File: src/rtl/dwc_pkg.sv
package dwc_pkg;
  typedef enum logic [1:0] {
    ST_IDLE,
    ST_LOOKUP,
    ST_PROGRAM,
    ST_STALL
  } wr_state_e;
endpackage

File: src/rtl/dwc_hash_cache.sv
module dwc_hash_cache #(
  parameter int HASH_W = 32,
  parameter int PPN_W  = 5,
  parameter int DEPTH  = 8,
  localparam int IDX_W = $clog2(DEPTH)
) (
  input  logic              clk_i,
  input  logic              rst_ni,
  input  logic [HASH_W-1:0] key_i,
  output logic              hit_o,
  output logic [PPN_W-1:0]  hit_ppn_o,
  input  logic              touch_i,
  input  logic              insert_i,
  input  logic [PPN_W-1:0]  insert_ppn_i,
  input  logic              remove_i,
  input  logic [PPN_W-1:0]  remove_ppn_i
);
  logic [DEPTH-1:0]  vld_q;
  logic [HASH_W-1:0] key_q [DEPTH];
  logic [PPN_W-1:0]  ppn_q [DEPTH];
  logic [IDX_W-1:0]  age_q [DEPTH];

  logic [IDX_W-1:0] hit_idx, vict_idx, tgt_idx, mru_idx;
  logic             mru_en;

  always_comb begin
    hit_o   = 1'b0;
    hit_idx = '0;
    for (int i = DEPTH - 1; i >= 0; i--) begin
      if (vld_q[i] && key_q[i] == key_i) begin
        hit_o   = 1'b1;
        hit_idx = IDX_W'(i);
      end
    end
  end

  // free slot first, otherwise oldest
  always_comb begin
    vict_idx = '0;
    for (int i = 0; i < DEPTH; i++)
      if (age_q[i] == IDX_W'(DEPTH - 1)) vict_idx = IDX_W'(i);
    for (int i = DEPTH - 1; i >= 0; i--)
      if (!vld_q[i]) vict_idx = IDX_W'(i);
  end

  assign hit_ppn_o = ppn_q[hit_idx];
  assign tgt_idx   = hit_o ? hit_idx : vict_idx;
  assign mru_en    = touch_i || insert_i;
  assign mru_idx   = insert_i ? tgt_idx : hit_idx;

  always_ff @(posedge clk_i or negedge rst_ni) begin
    if (!rst_ni) begin
      vld_q <= '0;
      for (int i = 0; i < DEPTH; i++) begin
        key_q[i] <= '0;
        ppn_q[i] <= '0;
        age_q[i] <= IDX_W'(i);
      end
    end else begin
      if (remove_i) begin
        for (int i = 0; i < DEPTH; i++)
          if (vld_q[i] && ppn_q[i] == remove_ppn_i) vld_q[i] <= 1'b0;
      end
      if (insert_i) begin
        vld_q[tgt_idx] <= 1'b1;
        key_q[tgt_idx] <= key_i;
        ppn_q[tgt_idx] <= insert_ppn_i;
      end
      if (mru_en) begin
        for (int i = 0; i < DEPTH; i++) begin
          if (IDX_W'(i) == mru_idx)          age_q[i] <= '0;
          else if (age_q[i] < age_q[mru_idx]) age_q[i] <= age_q[i] + IDX_W'(1);
        end
      end
    end
  end
endmodule

File: src/rtl/dwc_page_refs.sv
module dwc_page_refs #(
  parameter int PPN_W = 5,
  parameter int REF_W = 3,
  localparam int SLOTS = 1 << PPN_W
) (
  input  logic             clk_i,
  input  logic             rst_ni,
  input  logic [PPN_W-1:0] rd_ppn_i,
  output logic [REF_W-1:0] rd_cnt_o,
  input  logic             inc_i,
  input  logic [PPN_W-1:0] inc_ppn_i,
  input  logic             dec_i,
  input  logic [PPN_W-1:0] dec_ppn_i,
  output logic             dec_last_o,
  output logic             err_o
);
  logic [REF_W-1:0] cnt_q [SLOTS];
  logic             err_q;

  assign rd_cnt_o   = cnt_q[rd_ppn_i];
  assign dec_last_o = cnt_q[dec_ppn_i] == REF_W'(1);
  assign err_o      = err_q;

  always_ff @(posedge clk_i or negedge rst_ni) begin
    if (!rst_ni) begin
      err_q <= 1'b0;
      for (int i = 0; i < SLOTS; i++) cnt_q[i] <= '0;
    end else begin
      if (inc_i && cnt_q[inc_ppn_i] != '1)
        cnt_q[inc_ppn_i] <= cnt_q[inc_ppn_i] + REF_W'(1);
      if (dec_i) begin
        if (cnt_q[dec_ppn_i] == '0) err_q <= 1'b1;
        else cnt_q[dec_ppn_i] <= cnt_q[dec_ppn_i] - REF_W'(1);
      end
    end
  end
endmodule

File: src/rtl/dedup_write_ctrl.sv
module dedup_write_ctrl
  import dwc_pkg::*;
#(
  parameter int NUM_LPN     = 64,
  parameter int NUM_PPN     = 32,
  parameter int HASH_W      = 32,
  parameter int CACHE_DEPTH = 8,
  parameter int REF_W       = 3,
  localparam int LPN_W      = $clog2(NUM_LPN),
  localparam int PPN_W      = $clog2(NUM_PPN)
) (
  input  logic              clk_i,
  input  logic              rst_ni,
  input  logic              cmd_valid_i,
  input  logic              cmd_write_i,
  input  logic [LPN_W-1:0]  cmd_lpn_i,
  input  logic [HASH_W-1:0] cmd_hash_i,
  output logic              cmd_ready_o,
  output logic              done_o,
  output logic              done_hit_o,
  output logic              done_mapped_o,
  output logic [PPN_W-1:0]  done_ppn_o,
  output logic              inval_o,
  output logic [PPN_W-1:0]  inval_ppn_o,
  output logic              flash_req_valid_o,
  output logic [PPN_W-1:0]  flash_req_ppn_o,
  input  logic              flash_req_ready_i,
  output logic              stall_o,
  output logic              err_o
);
  localparam int LSLOTS = 1 << LPN_W;
  localparam logic [PPN_W:0] POOL_END = NUM_PPN[PPN_W:0];

  wr_state_e         state_q, state_d;
  logic [LPN_W-1:0]  lpn_q;
  logic [HASH_W-1:0] hash_q;
  logic [PPN_W:0]    free_q;
  logic [PPN_W-1:0]  map_ppn_q [LSLOTS];
  logic [LSLOTS-1:0] map_vld_q;

  logic             done_q, done_hit_q, done_map_q, inval_q;
  logic [PPN_W-1:0] done_ppn_q, inval_ppn_q;

  logic             c_hit;
  logic [PPN_W-1:0] c_ppn;
  logic [REF_W-1:0] c_cnt;
  logic             dec_last;

  logic             accept, rd_acc, old_vld, same, take_hit, need_pgm, pool_dry;
  logic             fire, commit, dec_en, drop;
  logic [PPN_W-1:0] old_ppn, new_ppn, free_ppn;

  assign accept   = state_q == ST_IDLE && cmd_valid_i;
  assign rd_acc   = accept && !cmd_write_i;
  assign old_vld  = map_vld_q[lpn_q];
  assign old_ppn  = map_ppn_q[lpn_q];
  assign free_ppn = free_q[PPN_W-1:0];
  assign pool_dry = free_q == POOL_END;

  assign same     = state_q == ST_LOOKUP && c_hit && old_vld && old_ppn == c_ppn;
  // a saturated page cannot take another reference: fall back to a program
  assign take_hit = state_q == ST_LOOKUP && c_hit && !same && c_cnt != '1;
  assign need_pgm = state_q == ST_LOOKUP && !same && !take_hit;
  assign fire     = state_q == ST_PROGRAM && flash_req_ready_i;
  assign commit   = take_hit || fire;
  assign new_ppn  = take_hit ? c_ppn : free_ppn;
  assign dec_en   = commit && old_vld;
  assign drop     = dec_en && dec_last;

  dwc_hash_cache #(
    .HASH_W(HASH_W), .PPN_W(PPN_W), .DEPTH(CACHE_DEPTH)
  ) u_cache (
    .clk_i        (clk_i),
    .rst_ni       (rst_ni),
    .key_i        (hash_q),
    .hit_o        (c_hit),
    .hit_ppn_o    (c_ppn),
    .touch_i      (take_hit || same),
    .insert_i     (fire),
    .insert_ppn_i (free_ppn),
    .remove_i     (drop),
    .remove_ppn_i (old_ppn)
  );

  dwc_page_refs #(
    .PPN_W(PPN_W), .REF_W(REF_W)
  ) u_refs (
    .clk_i      (clk_i),
    .rst_ni     (rst_ni),
    .rd_ppn_i   (c_ppn),
    .rd_cnt_o   (c_cnt),
    .inc_i      (commit),
    .inc_ppn_i  (new_ppn),
    .dec_i      (dec_en),
    .dec_ppn_i  (old_ppn),
    .dec_last_o (dec_last),
    .err_o      (err_o)
  );

  always_comb begin
    state_d = state_q;
    unique case (state_q)
      ST_IDLE:    if (accept && cmd_write_i) state_d = ST_LOOKUP;
      ST_LOOKUP:  if (need_pgm) state_d = pool_dry ? ST_STALL : ST_PROGRAM;
                  else          state_d = ST_IDLE;
      ST_PROGRAM: if (fire) state_d = ST_IDLE;
      ST_STALL:   state_d = ST_STALL;
      default:    state_d = ST_IDLE;
    endcase
  end

  always_ff @(posedge clk_i or negedge rst_ni) begin
    if (!rst_ni) begin
      state_q     <= ST_IDLE;
      lpn_q       <= '0;
      hash_q      <= '0;
      free_q      <= '0;
      map_vld_q   <= '0;
      done_q      <= 1'b0;
      done_hit_q  <= 1'b0;
      done_map_q  <= 1'b0;
      done_ppn_q  <= '0;
      inval_q     <= 1'b0;
      inval_ppn_q <= '0;
      for (int i = 0; i < LSLOTS; i++) map_ppn_q[i] <= '0;
    end else begin
      state_q <= state_d;
      if (accept) begin
        lpn_q  <= cmd_lpn_i;
        hash_q <= cmd_hash_i;
      end
      if (commit) begin
        map_ppn_q[lpn_q] <= new_ppn;
        map_vld_q[lpn_q] <= 1'b1;
      end
      if (fire) free_q <= free_q + 1'b1;
      done_q      <= rd_acc || commit || same;
      done_hit_q  <= take_hit || same;
      done_map_q  <= rd_acc ? map_vld_q[cmd_lpn_i] : 1'b1;
      done_ppn_q  <= rd_acc ? map_ppn_q[cmd_lpn_i] : (same ? c_ppn : new_ppn);
      inval_q     <= drop;
      inval_ppn_q <= old_ppn;
    end
  end

  assign cmd_ready_o       = state_q == ST_IDLE;
  assign flash_req_valid_o = state_q == ST_PROGRAM;
  assign flash_req_ppn_o   = free_ppn;
  assign stall_o           = pool_dry;
  assign done_o            = done_q;
  assign done_hit_o        = done_hit_q;
  assign done_mapped_o     = done_map_q;
  assign done_ppn_o        = done_ppn_q;
  assign inval_o           = inval_q;
  assign inval_ppn_o       = inval_ppn_q;
endmodule

File: config.mk
export PLATFORM = sky130hd
export DESIGN_NAME = dedup_write_ctrl
export DESIGN_NICKNAME = d
export VERILOG_FILES = /design/src/rtl/dwc_pkg.sv /design/src/rtl/dwc_hash_cache.sv /design/src/rtl/dwc_page_refs.sv /design/src/rtl/dedup_write_ctrl.sv
export SDC_FILE = /design/constraint.sdc
export NUM_CORES = 2
export LEC_CHECK = 0
export ABC_AREA = 1
export BUFFER_PORTS_ARGS = -buffer_cell sky130_fd_sc_hd__buf_2
export CAP_MARGIN = 20
export CORE_ASPECT_RATIO = 0.5
export CORE_MARGIN = 2
export CORE_UTILIZATION = 57
export DETAILED_ROUTE_END_ITERATION = 7
export PLACE_DENSITY = 0.82
export SYNTH_ARGS = -nofsm -noshare
export SYNTH_HDL_FRONTEND = slang
export SYNTH_SLANG_ARGS = --single-unit
export TNS_END_PERCENT = 5
File: constraint.sdc
create_clock -name clk_i -period 6.1 [get_ports clk_i]
set_input_delay 1.22 -clock clk_i [delete_from_list [all_inputs] [get_ports clk_i]]
set_output_delay 1.22 -clock clk_i [all_outputs]
set_load 0.03 [all_outputs]
==> impl_metrics.json <==
{
  "fin_crit_ns": 6.17,
  "synth_cell_types": 61,
  "vias_per_cell": 6.44,
  "grt_max_degree": 171,
  "start_util": 0.579,
  "status": "complete, but fails checks",
  "gp_congestion": 1.03,
  "p_leak_nw": 24.1,
  "synth.cell_area_um2": 46200,
  "core_area_um2": 79800,
  "routed_wl_mm": 173,
  "die_y_um": 205,
  "io_pins": 66,
  "grt_first_pass_wirelength_mm": 260,
  "worstSetupPathType": "register to register",
  "routedWlPerCell_um": 23.8,
  "antenna_found_initial": 3,
  "setup_viol": 13,
  "syn_area_per_cell_um2": 7.70,
  "drc_errors": 6,
  "violations": "DRC, setup timing",
  "slew_violations": 0,
  "clk_latency_ns": 0.70,
  "vias": 46900,
  "async_flop_share": 1.00,
  "synth-edff-count": 0,
  "io_buffer_count": 65,
  "synth_top_area_cell": "dfrtp_1",
  "cts_hold_buf": 0,
  "hold_violations": 0,
  "critical_path.max_fanout": 8,
  "cts_made_buffers": 80,
  "hp-class": "register to register",
  "syn_to_final_growth_pct": 16.1,
  "final_cells": 7287,
  "cts_tree": "done",
  "synth.top_cells.by_area": "dfrtp_1 (46%), nand2_1 (13%), o21ai_0 (12%), nor2_1 (3.8%), inv_1 (3.0%)",
  "drive_above_1_share": 0.147,
  "die_width_um": 407,
  "max_freq_ghz": 0.162,
  "drt_first_pass_iters": 8,
  "cpMostUsedCell": "buf_12",
  "worst_pin_slew_ns": 1.20,
  "worst_ep_required_time_ns": 6.64,
  "power_per_cell_area_nw_per_um2": 553,
  "max-slew-margin-rel": 0.196,
  "cts_sinks": 869,
  "synth_ff_type": "dfrtp_1",
  "final_util": 0.672,
  "ant_nets": 0,
  "h-tree-depth": 3,
  "nets": 6224,
  "drt_iter0_drc": 6918,
  "finalCritPeriodShare": 1.01,
  "cp-end-kind": "register",
  "drv_cap": 0,
  "synth_top_cell_area_share": 0.464,
  "grt_setup_unrepaired": "true",
  "grt_pass1_vias": 44500,
  "crit_path_top_delay_cell": "nor4_1",
  "reg2reg_slack_ns": -0.07,
  "crit_arrival_ns": 6.71,
  "peakVddDrop_uv": 1050,
  "cts_root_buffer": "clkbuf_16",
  "critPathMaxStageDelay_ns": 0.54,
  "finClkSkew_ns": 0.0447,
  "hold_ws_ns": 0.478,
  "worst_slack_ns": -0.0692,
  "path_clk_slew_ns": 0.07,
  "seq_area_frac_synth": 0.471,
  "cts_buffer_depth": 3,
  "yosys_warnings": 0,
  "synthesis.nets": 6084,
  "start_kind": "register",
  "rows": 73,
  "grt-ovfl-total": 0,
  "dpl.cell_count": 7078,
  "place_hpwl_mm": 116,
  "syn_inst": 6003,
  "num_antenna_cells": 0,
  "yosysMostFrequentCell": "nand2_1",
  "yosys-top-cells-count": "nand2_1 (1540), o21ai_0 (1070), dfrtp_1 (857)",
  "grtUsageTotal": 0.405,
  "synth.ff_latch_count": 869,
  "dieArea_um2": 83600
}
==> cell families after synthesis <==
family	after synthesis	synth area share
AO/OA/AOI/OAI	1716	0.209
XOR/XNOR	81	0.0153
adder cells (fa/ha/maj)	38	0.0103
buffers and inverters	836	0.0724
flip-flops	869	0.471
AND/OR/NAND/NOR	2463	0.222
==> worst max-delay path, delay by kind of cell (launching register included) <==
family	cells	cell delay (ns)
buffers and inverters	11	1.29
adders and majority gates	2	0.35
DFF	1	0.42
and+or+nand+nor	23	3.26
AOI/OAI and AO/OA	5	0.65
==> area by class of cell <==
| cell class | instances | area, um^2 |
|---|---|---|
| Tap cell | 1087 | 1360 |
| Clock buffer | 107 | 2300 |
| Sequential cell | 869 | 21800 |
| Inverter | 422 | 1710 |
| Fill cell | 6385 | 26100 |
| Timing Repair inverter | 3 | 17.5 |
| Timing Repair Buffer | 466 | 4090 |
| Multi-Input combinational cell | 4301 | 22000 |
| Clock inverter | 32 | 467 |
==> repair_timing <==
action,CTS,global route
gates cloned,0,10
endpoints found under the setup margin,96,96
resized for setup,13,284
setup buffers,2,56
pin swaps,3,89
==> where the power goes <==
group / internal, mW / switching, mW / leakage [nW]
Combinational: 4.92 / 9.90 / 11.9
Clock: 3.08 / 2.40 / 1.34
Sequential: 7.58 / 1.81 / 10.9
Total: 15.6 / 14.1 / 24.1
==> placed cells by master, fill, tap and decap left out, drive strengths merged, types with 23 or more instances in the layout <==
| cell | synthesis | routed |
|---|---|---|
| a21oi | 181 | 181 |
| a221oi | 53 | 53 |
| a22oi | 52 | 52 |
| buf | 93 | 463 |
| clkbuf | 321 | 110 |
| clkinv | 4 | 23 |
| dfrtp | 857 | 857 |
| ha | 38 | 38 |
| inv | 418 | 416 |
| nand2 | 1554 | 1557 |
| nand3 | 211 | 211 |
| nand4 | 88 | 88 |
| nor2 | 500 | 500 |
| nor3 | 34 | 34 |
| o21ai | 1101 | 1101 |
| o221ai | 48 | 48 |
| o22ai | 166 | 166 |
| or2 | 45 | 45 |
| xnor2 | 49 | 49 |
| xor2 | 32 | 32 |
==> stage by stage <==
step / area, um^2 / worst slack, ns / power [mW] / setup TNS [ns]
2_1_floorplan: 46200 / 1.07 / 16.5 / 0
3_3_place_gp: 49200 / -0.173 / 22.4 / -6.42
3_5_place_dp: 49200 / -0.298 / 22.6 / -13.89
4_1_cts: 52100 / 0.000515 / 28.2 / 0
5_1_grt: 53700 / -0.296 / 30.9 / -18.00
6_report: 53700 / -0.0692 / 29.7 / -0.291
==> flip-flops by register name, summed over array words and instances, names as in the netlist <==
name / count
map_vld_q: 64
map_ppn_q: 320
free_q: 6
u_cache.ppn_q: 40
inval_ppn_o: 5
lpn_q: 6
done_o: 1
done_ppn_o: 5
hash_q: 32
inval_o: 1
done_hit_o: 1
u_refs.err_o: 1
state_q: 2
u_cache.age_q: 24
u_refs.cnt_q: 96
done_mapped_o: 1
u_cache.vld_q: 8
u_cache.key_q: 256
==> path summary, 6_finish.rpt <==
check	from	to	depth (start not counted)
worst min register to register	map_vld_q[18]	map_vld_q[18]	2
max in group asynchronous	rst_ni	hash_q[7]	2
worst max-delay path	hash_q[19]	u_refs.cnt_q[28]	41
min in group asynchronous	rst_ni	map_ppn_q[10]	1
worst max register to register	hash_q[19]	u_refs.cnt_q[28]	41
worst min-delay path	map_vld_q[18]	map_vld_q[18]	2
==> metal layers <==
layer,GRT usage,up-vias,routed length [um]
li1,-,20500,-
met1,0.505,22200,62800
met2,0.625,3378,76400
met3,0.105,827,20600
met4,0.272,4,13400
met5,0,-,27
(Power assumes the default switching activity.)
